## src/rtl/dmahs_pkg.sv

```systemverilog
package dmahs_pkg;

  typedef enum logic [1:0] {
    ACK_PULSE = 2'b00,
    ACK_LEVEL = 2'b01,
    ACK_OFF0  = 2'b10,
    ACK_OFF1  = 2'b11
  } ack_mode_e;

endpackage

```

## src/rtl/dmahs_sync.sv

```systemverilog
module dmahs_sync #(
  parameter int N      = 8,
  parameter int STAGES = 2
) (
  input  logic         clk,
  input  logic         rst_n,
  input  logic [N-1:0] d_i,
  output logic [N-1:0] q_o,
  output logic [N-1:0] q_prev_o
);

  logic [N-1:0] stg [STAGES];
  logic [N-1:0] prev_q;

  for (genvar g = 0; g < STAGES; g++) begin : g_stage
    logic [N-1:0] stg_d;
    if (g == 0) begin : g_first
      assign stg_d = d_i;
    end else begin : g_chain
      assign stg_d = stg[g-1];
    end
    always_ff @(posedge clk or negedge rst_n) begin
      if (!rst_n) stg[g] <= '0;
      else        stg[g] <= stg_d;
    end
  end

  always_ff @(posedge clk or negedge rst_n) begin
    if (!rst_n) prev_q <= '0;
    else        prev_q <= stg[STAGES-1];
  end

  assign q_o      = stg[STAGES-1];
  assign q_prev_o = prev_q;

endmodule

```

## src/rtl/dmahs_detect.sv

```systemverilog
module dmahs_detect (
  input  logic clk,
  input  logic rst_n,
  input  logic cur_i,
  input  logic prev_i,
  input  logic cfg_level,
  input  logic cfg_hi_en,
  input  logic cfg_lo_en,
  input  logic beat_i,
  output logic active_o,
  output logic pend_o
);

  logic active;
  logic rise_hit, fall_hit, edge_hit;
  logic flag_q, flag_d, flag_en;

  always_comb begin
    active   = (cfg_hi_en & cur_i) | (cfg_lo_en & ~cur_i);
    rise_hit = cfg_hi_en & cur_i & ~prev_i;
    fall_hit = cfg_lo_en & ~cur_i & prev_i;
    edge_hit = ~cfg_level & (rise_hit | fall_hit);
  end

  always_comb begin
    flag_en = 1'b0;
    flag_d  = flag_q;
    if (cfg_level) begin
      flag_en = flag_q;
      flag_d  = 1'b0;
    end else if (edge_hit) begin
      flag_en = 1'b1;
      flag_d  = 1'b1;
    end else if (beat_i) begin
      flag_en = 1'b1;
      flag_d  = 1'b0;
    end
  end

  always_ff @(posedge clk or negedge rst_n) begin
    if (!rst_n)       flag_q <= 1'b0;
    else if (flag_en) flag_q <= flag_d;
  end

  assign active_o = active;
  assign pend_o   = cfg_level ? active : flag_q;


  edge_sets_pend_chk: assert property (@(posedge clk) disable iff (!rst_n)
    ($past(edge_hit) && !cfg_level) |-> pend_o);


  beat_clears_pend_chk: assert property (@(posedge clk) disable iff (!rst_n)
    ($past(beat_i) && !$past(edge_hit) && !$past(cfg_level) && !cfg_level) |-> !pend_o);

endmodule

```

## src/rtl/dmahs_ack.sv

```systemverilog
module dmahs_ack
  import dmahs_pkg::*;
#(
  parameter int N     = 8,
  parameter int SEL_W = 3
) (
  input  logic             clk,
  input  logic             rst_n,
  input  logic [SEL_W-1:0] sel_i,
  input  logic [1:0]       mode_i,
  input  logic             dst_side_i,
  input  logic             tc_mask_i,
  input  logic             rd_beat_i,
  input  logic             wr_beat_i,
  input  logic             last_unit_i,
  input  logic             active_i,
  output logic             beat_o,
  output logic [N-1:0]     ack_o,
  output logic [N-1:0]     tc_o
);

  logic         beat;
  logic         ack_bit, tc_bit;
  logic [N-1:0] ack_q, ack_d;
  logic [N-1:0] tc_q, tc_d;
  ack_mode_e    mode;

  assign mode = ack_mode_e'(mode_i);
  assign beat = dst_side_i ? wr_beat_i : rd_beat_i;

  always_comb begin
    unique case (mode)
      ACK_PULSE: ack_bit = beat;
      ACK_LEVEL: ack_bit = (beat | ack_q[sel_i]) & active_i;
      default:   ack_bit = 1'b0;
    endcase
    tc_bit = beat & last_unit_i & ~tc_mask_i;
  end

  for (genvar i = 0; i < N; i++) begin : g_line
    always_comb begin
      ack_d[i] = (sel_i == SEL_W'(i)) ? ack_bit : 1'b0;
      tc_d[i]  = (sel_i == SEL_W'(i)) ? tc_bit  : 1'b0;
    end
  end

  always_ff @(posedge clk or negedge rst_n) begin
    if (!rst_n) begin
      ack_q <= '0;
      tc_q  <= '0;
    end else begin
      ack_q <= ack_d;
      tc_q  <= tc_d;
    end
  end

  assign beat_o = beat;
  assign ack_o  = ack_q;
  assign tc_o   = tc_q;


  ack_onehot_chk: assert property (@(posedge clk) disable iff (!rst_n)
    $onehot0(ack_q) && $onehot0(tc_q));


  ack_on_sel_chk: assert property (@(posedge clk) disable iff (!rst_n)
    ((|ack_q) && $stable(sel_i)) |-> ack_q[sel_i]);


  pulse_follows_beat_chk: assert property (@(posedge clk) disable iff (!rst_n)
    ((|ack_q) && ($past(mode_i) == 2'b00)) |-> $past(beat));


  level_holds_chk: assert property (@(posedge clk) disable iff (!rst_n)
    ((mode_i == 2'b01) && $stable(mode_i) && $stable(sel_i) && $past(ack_q[sel_i])
      && $past(active_i)) |-> ack_q[sel_i]);


  ack_masked_chk: assert property (@(posedge clk) disable iff (!rst_n)
    $past(mode_i[1]) |-> (ack_q == '0));


  side_select_chk: assert property (@(posedge clk) disable iff (!rst_n)
    ((|ack_q) && ($past(mode_i) == 2'b00) && $past(dst_side_i)) |-> $past(wr_beat_i));


  tc_masked_chk: assert property (@(posedge clk) disable iff (!rst_n)
    $past(tc_mask_i) |-> (tc_q == '0));


  tc_needs_last_chk: assert property (@(posedge clk) disable iff (!rst_n)
    (|tc_q) |-> ($past(last_unit_i) && $past(beat)));

endmodule

```

## src/rtl/dmahs_unit.sv

```systemverilog
module dmahs_unit #(
  parameter  int NUM_LINES   = 8,
  parameter  int SYNC_STAGES = 2,
  localparam int SEL_W       = $clog2(NUM_LINES)
) (
  input  logic                 clk,
  input  logic                 rst_n,
  input  logic [NUM_LINES-1:0] req_i,
  input  logic [SEL_W-1:0]     cfg_sel,
  input  logic                 cfg_level,
  input  logic                 cfg_hi_en,
  input  logic                 cfg_lo_en,
  input  logic [1:0]           cfg_ack_mode,
  input  logic                 cfg_dst_side,
  input  logic                 cfg_tc_mask,
  input  logic                 rd_beat_i,
  input  logic                 wr_beat_i,
  input  logic                 last_unit_i,
  output logic                 req_pend_o,
  output logic [NUM_LINES-1:0] ack_o,
  output logic [NUM_LINES-1:0] tc_o
);

  logic [NUM_LINES-1:0] req_sync, req_prev;
  logic                 sel_cur, sel_prev;
  logic                 active, beat;

  dmahs_sync #(.N(NUM_LINES), .STAGES(SYNC_STAGES)) u_sync (
    .clk      (clk),
    .rst_n    (rst_n),
    .d_i      (req_i),
    .q_o      (req_sync),
    .q_prev_o (req_prev)
  );

  assign sel_cur  = req_sync[cfg_sel];
  assign sel_prev = req_prev[cfg_sel];

  dmahs_detect u_detect (
    .clk       (clk),
    .rst_n     (rst_n),
    .cur_i     (sel_cur),
    .prev_i    (sel_prev),
    .cfg_level (cfg_level),
    .cfg_hi_en (cfg_hi_en),
    .cfg_lo_en (cfg_lo_en),
    .beat_i    (beat),
    .active_o  (active),
    .pend_o    (req_pend_o)
  );

  dmahs_ack #(.N(NUM_LINES), .SEL_W(SEL_W)) u_ack (
    .clk         (clk),
    .rst_n       (rst_n),
    .sel_i       (cfg_sel),
    .mode_i      (cfg_ack_mode),
    .dst_side_i  (cfg_dst_side),
    .tc_mask_i   (cfg_tc_mask),
    .rd_beat_i   (rd_beat_i),
    .wr_beat_i   (wr_beat_i),
    .last_unit_i (last_unit_i),
    .active_i    (active),
    .beat_o      (beat),
    .ack_o       (ack_o),
    .tc_o        (tc_o)
  );


  reset_quiet_chk: assert property (@(posedge clk)
    $rose(rst_n) |-> ((ack_o == '0) && (tc_o == '0)));

endmodule

```

## config.mk

```make
export PLATFORM = sky130hd
export DESIGN_NAME = dmahs_unit
export DESIGN_NICKNAME = d
export VERILOG_FILES = /design/src/rtl/dmahs_pkg.sv /design/src/rtl/dmahs_sync.sv /design/src/rtl/dmahs_detect.sv /design/src/rtl/dmahs_ack.sv /design/src/rtl/dmahs_unit.sv
export SDC_FILE = /design/constraint.sdc
export NUM_CORES = 1
export LEC_CHECK = 0
export BUFFER_PORTS_ARGS = -buffer_cell sky130_fd_sc_hd__buf_2
export CORE_ASPECT_RATIO = 0.9
export CORE_MARGIN = 4
export CORE_UTILIZATION = 50
export DETAILED_ROUTE_END_ITERATION = 10
export HOLD_SLACK_MARGIN = 0.08
export PLACE_DENSITY = 0.79
export SETUP_SLACK_MARGIN = 0.4
export SLEW_MARGIN = 0
export SYNTH_ARGS = -nofsm -noshare
export SYNTH_HDL_FRONTEND = slang
export SYNTH_SLANG_ARGS = --single-unit
```

## constraint.sdc

```tcl
create_clock -name clk -period 4.25 [get_ports clk]
set_input_delay 0.2125 -clock clk [delete_from_list [all_inputs] [get_ports clk]]
set_output_delay 0.2125 -clock clk [all_outputs]
set_load 0.02 [all_outputs]
```

Word-level counts from Yosys, hierarchy flattened

Index checks and enable logic that the tools add are counted.

Reductions and logical operators: 4
Bitwise gates (word level): 15
$lt $le $gt $ge: 1
Equal/unequal tests: 8
Multiplexer cells: 31

Operators by type and width:

| cell                                                                         | number |
|---|---|
| 1-bit 2-to-1 mux                                                             | 27 |
| 3-bit == test, second input constant                                         | 4 |
| 1-bit binary-select mux with 3-bit select                                    | 3 |
| 1-bit bitwise AND                                                            | 8 |
| 3-bit by 2-bit == test with 1-bit output, second input constant              | 2 |
| 3-bit by 4-bit less-than comparator with 1-bit output, second input constant | 1 |
| 1-bit NOT                                                                    | 4 |
| 3-bit by 1-bit == test with 1-bit output, second input constant              | 1 |
| 3-bit logical NOT                                                            | 1 |
| 1-bit bitwise OR                                                             | 3 |
| 3-bit nonzero test                                                           | 1 |
| 2-bit by 1-bit == test with 1-bit output, second input constant              | 1 |
| 2-bit logical NOT                                                            | 1 |
| 1-bit one-hot mux with 2 select lines                                        | 1 |
| 2-bit AND reduction                                                          | 1 |

Flip-flop bits (word level): 41
Word-level logic and storage cells: 65
Output and inout port bits: 17
Input port bits: 23

Depth between registers and ports, before layout

Depth in word-level cells: 10
Depth in mapped cells: 5

Hierarchy

A second synthesis with hierarchy kept.

Cell total of the unflattened synthesis: 94
Area, all modules: 1,524.0 sq um

Modules (own cells, without submodules):

| module       | seq. area each (sq um) | area an instance (sq um) | cells each | times used |
|---|---|---|---|---|
| dmahs_ack    | 400.4                  | 713.2                    | 57         | 1 |
| dmahs_sync   | 600.6                  | 600.6                    | 24         | 1 |
| dmahs_unit   | 0.0                    | 127.6                    | 6          | 1 |
| dmahs_detect | 25.0                   | 82.6                     | 7          | 1 |

Worst setup path after synthesis

No wires, ideal clock.

Kind: input -> output
From: input cfg_sel[1]
To: output req_pend_o
Path slack: 2,547 ps
Stages on the path: 5
Data arrival time: 1,491 ps
Required time: 4,038 ps
Buffers on the path: 1
Path through: buf_6 mux2i_1 mux4_2 mux2i_1 a21oi_1

Cells in the longest elaborated chain, start to end: 6

Ends and longest elaborated chain:

| element                                     | RTL line           | text |
|---|---|---|
| from (decl)                                 | dmahs_unit.sv:9    | `input logic [SEL_W-1:0] cfg_sel,` |
| 1-bit binary-select mux with 3-bit select * | dmahs_unit.sv:36   | `assign sel_cur = req_sync[cfg_sel];` |
| 1-bit 2-to-1 mux (implied by the code) *    | dmahs_unit.sv:36   |  |
| 1-bit NOT                                   | dmahs_detect.sv:19 | `active = (cfg_hi_en & cur_i) \| (cfg_lo_en & ~cur_i);` |
| 1-bit bitwise AND                           | dmahs_detect.sv:19 |  |
| 1-bit bitwise OR *                          | dmahs_detect.sv:19 |  |
| 1-bit 2-to-1 mux *                          | dmahs_detect.sv:46 | `assign pend_o = cfg_level ? active : flag_q;` |
| to (decl)                                   | dmahs_unit.sv:19   | `output logic req_pend_o,` |

Every way passes the cells marked *; elsewhere a longest branch is shown, timed or not. The select of a mux whose other input is x is not followed.

Final worst setup path

From: register u_sync.stg (netlist bit u_sync.q_o[7])
To: output req_pend_o

Cells in the longest elaborated chain, start to end: 6

Ends and longest elaborated chain:

| element                                     | RTL line           | text |
|---|---|---|
| from (decl)                                 | dmahs_sync.sv:12   | `logic [N-1:0] stg [STAGES];` |
| from (signal, indexed assignment)           | dmahs_sync.sv:24   | `else stg[g] <= stg_d;` |
| 1-bit binary-select mux with 3-bit select * | dmahs_unit.sv:36   |  |
| 1-bit 2-to-1 mux (implied by the code) *    | dmahs_unit.sv:36   |  |
| 1-bit NOT                                   | dmahs_detect.sv:19 |  |
| 1-bit bitwise AND                           | dmahs_detect.sv:19 |  |
| 1-bit bitwise OR *                          | dmahs_detect.sv:19 |  |
| 1-bit 2-to-1 mux *                          | dmahs_detect.sv:46 |  |

Marks and branches as above.

==> impl_metrics.yaml <==
grt:
  overflow: 0
  grt_pass1_vias: 991
  track_usage_pct: 15.79
  grt_pass1_wl_mm: 4.450
  antenna_found_initial: 0
  grt_max_degree: 42
power:
  switching_share_pct: 21.95
  pwr-share-comb_pct: 9.9
  clkPwrFrac_pct: 34.8
  intPower_w: 0.0005789
  total_power_w: 0.0007416
  switchingPower_w: 0.0001627
  leakagePower_nw: 0.9459
  p_per_area_nw_per_um2: 392.8
  ir_worst_vdd_uv: 305.8
  pwr-share-seq_pct: 55.3
sta:
  min_period_over_period_pct: 47.71
  setup_viol: 0
  hold_violations: 0
  worstMarginPinSlew_ns: 0.8414
  timing.fmax_mhz: 493.2
  final_max_slew_viol_count: 0
  setup_ws_ns: 2.222
  fin_tns_setup_ns: 0
  period_minus_slack_ns: 2.028
  max_slew_margin_pct: 43.91
  rsz0062_at_grt: "false"
  finClkSkew_ns: 0.01025
placed_design:
  place_hpwl_mm: 1.894
  place_congestion: 0.7119
  placed_area_sq_um: 1699
  dpl_worst_slack_ns: 2.381
  port_buffers: 39
status:
  outcome: "completed"
critical_path:
  crit_type: "reg -> out"
  critical_path_arrival_ns: 1.82
  start_kind: "flip-flop"
  required_ns: 4.04
  cp_max_fo: 4
  cp-end-kind: "output pin"
  r2r_slack_ns: 2.51
finish:
  syn_to_final_growth_pct: 27.56
  fin_nets: 169
  design_area_sq_um: 1888
  drive_above_1_share_pct: 37.41
  fillers: 223
  antenna_cells: 0
  fin_util_pct: 67.61
logic_synthesis:
  synth_warnings: 0
  ys_seq_area_share_pct: 69.32
  synth.distinct_cells: 21
  synth.cell_area_sq_um: 1480
  synth_area_leader_cell: "dfrtp_1"
  async_reset_ff_share_pct: 100.0
  syn-instance-count: 93
  yosys-top-cells-area: "dfrtp_1 (69%), mux4_1 (5.3%), mux2i_1 (4.7%), nor4_1 (3.4%), mux4_2 (3.0%)"
  synth-seq-cells: 41
  synth_edf_count: 0
  yosys-top-cells-count: "dfrtp_1 (41), nor2_1 (9), nor4_1 (8)"
  synth_nets: 116
  synth_top_area_share_pct: 69.32
  synth_most_common_cell: "dfrtp_1"
  ys.flop_type: "dfrtp_1"
  syn_area_per_cell_sq_um: 15.92
clock_network:
  cts.path.max_buffers: 2
  cts_buffers: 5
  cts_setup_buffers: 0
  cts_resized: 0
  root_buffer: "clkbuf_4"
  cts_tree: "yes"
  cts.hold.buffers_added: 10
  clkTransAtPathRegs_ns: 0.12
  clock_sinks: 41
  htree_num_levels: 2
  clock_latency_ns: 0.34
floorplanning:
  core_sq_um: 2793
  rows: 18
  die_w_um: 65.35
  start_util_pct: 53.00
  dieHeight_um: 59.62
  io-pin-count: 40
  die_area_sq_um: 3896
routing:
  dr.pass1.iters: 4
  drcViolationCount: 0
  ant_nets: 0
  routed_via_density: 5.016
  drt_first_iter_violations: 29
  via_count: 938
  finalWirelength_mm: 2.554
  wl_per_cell_um: 13.66
hold_path:
  hold_class: "in -> reg"
job:
  maxCapViolCount: 0
## cell type report
type	count	area (sq um)	area share (%)
Clock inverter	2	37.54	1.988
Multi-Input combinational cell	48	424.2	22.47
Tap cell	40	50.05	2.651
Inverter	1	3.754	0.1988
Timing Repair Buffer	49	295.3	15.64
Sequential cell	41	1026	54.34
Clock buffer	6	51.30	2.717
## final timing paths
check,to,startpoint,cells past startpoint
worst max-delay path,req_pend_o,u_sync.q_o[7],5
worst min-delay path,u_ack.ack_o[0],cfg_ack_mode[1],3
worst max register to register,u_ack.ack_o[1],u_ack.ack_o[5],4
worst min register to register,u_sync.q_o[2],u_sync.g_stage[1].stg_d[2],0
max in group asynchronous,u_sync.q_prev_o[4],rst_n,2
min in group asynchronous,u_sync.q_prev_o[0],rst_n,2
## layer usage
metal  vias to the layer above  wire length [um]  global-route usage, %
met1                       467              1023                  19.33
met5                         -                 0                      0
met4                         0                29                  7.101
met3                         4               177                  4.554
li1                        437                 -                      -
met2                        30              1325                  26.26
## flip-flops by register name, summed over array words and instances (netlist names)
signal / cells
u_ack.ack_o: 8
u_ack.tc_o: 8
u_sync.g_stage.stg_d: 8
u_sync.q_o: 8
u_sync.q_prev_o: 8
u_detect.flag_q: 1
## through the flow
| stage | instances | hold WS (ns) |
|---|---|---|
| 2_1_floorplan | 93 | -0.08309 |
| 3_3_place_gp | 169 | 0.3197 |
| 3_5_place_dp | 169 | 0.3226 |
| 4_1_cts | 187 | 0.1383 |
| 5_1_grt | 187 | 0.1501 |
| 6_report | 187 | 0.1503 |
## critical path, cell delays in order (launching register included)
cell,delay [ns]
dfrtp_1,0.38
mux2i_1,0.08
mux4_2,0.56
mux2i_1,0.15
a21oi_1,0.13
buf_2,0.17
## placed cells by master (no fill, tap or decap), types with 2 or more instances in the layout
cell           netlist  final
dfrtp_1             41     41
buf_2                0     39
dlygate4sd3_1        0     10
nor2_1               9      9
nor4_1               8      8
mux2i_1              7      7
clkbuf_4             0      5
nand2_1              4      4
nand2b_1             4      4
mux4_1               3      3
mux4_2               2      2
or2_2                2      2
## power groups by stage
stage	sequential, W	combinational [W]	clock [W]
after global placement	0.000417	0.0000652	0
after floorplan	0.000419	0.0000389	0
after global routing	0.000412	0.0000825	0.000283
after CTS	0.000410	0.0000742	0.000265
final	0.000410	0.0000735	0.000258
after detailed placement	0.000418	0.0000674	0
## cells by family (layout without fill, tap and decap cells)
kind of cell	Yosys count	count (layout)	synth area share (%)
buffers and inverters	4	58	2.028
AOI/OAI and AO/OA	4	4	2.367
and+or+nand+nor	30	30	10.90
DFF	41	41	69.32
muxes	14	14	15.38
No activity file was read; power rests on OpenSTA's default activity.
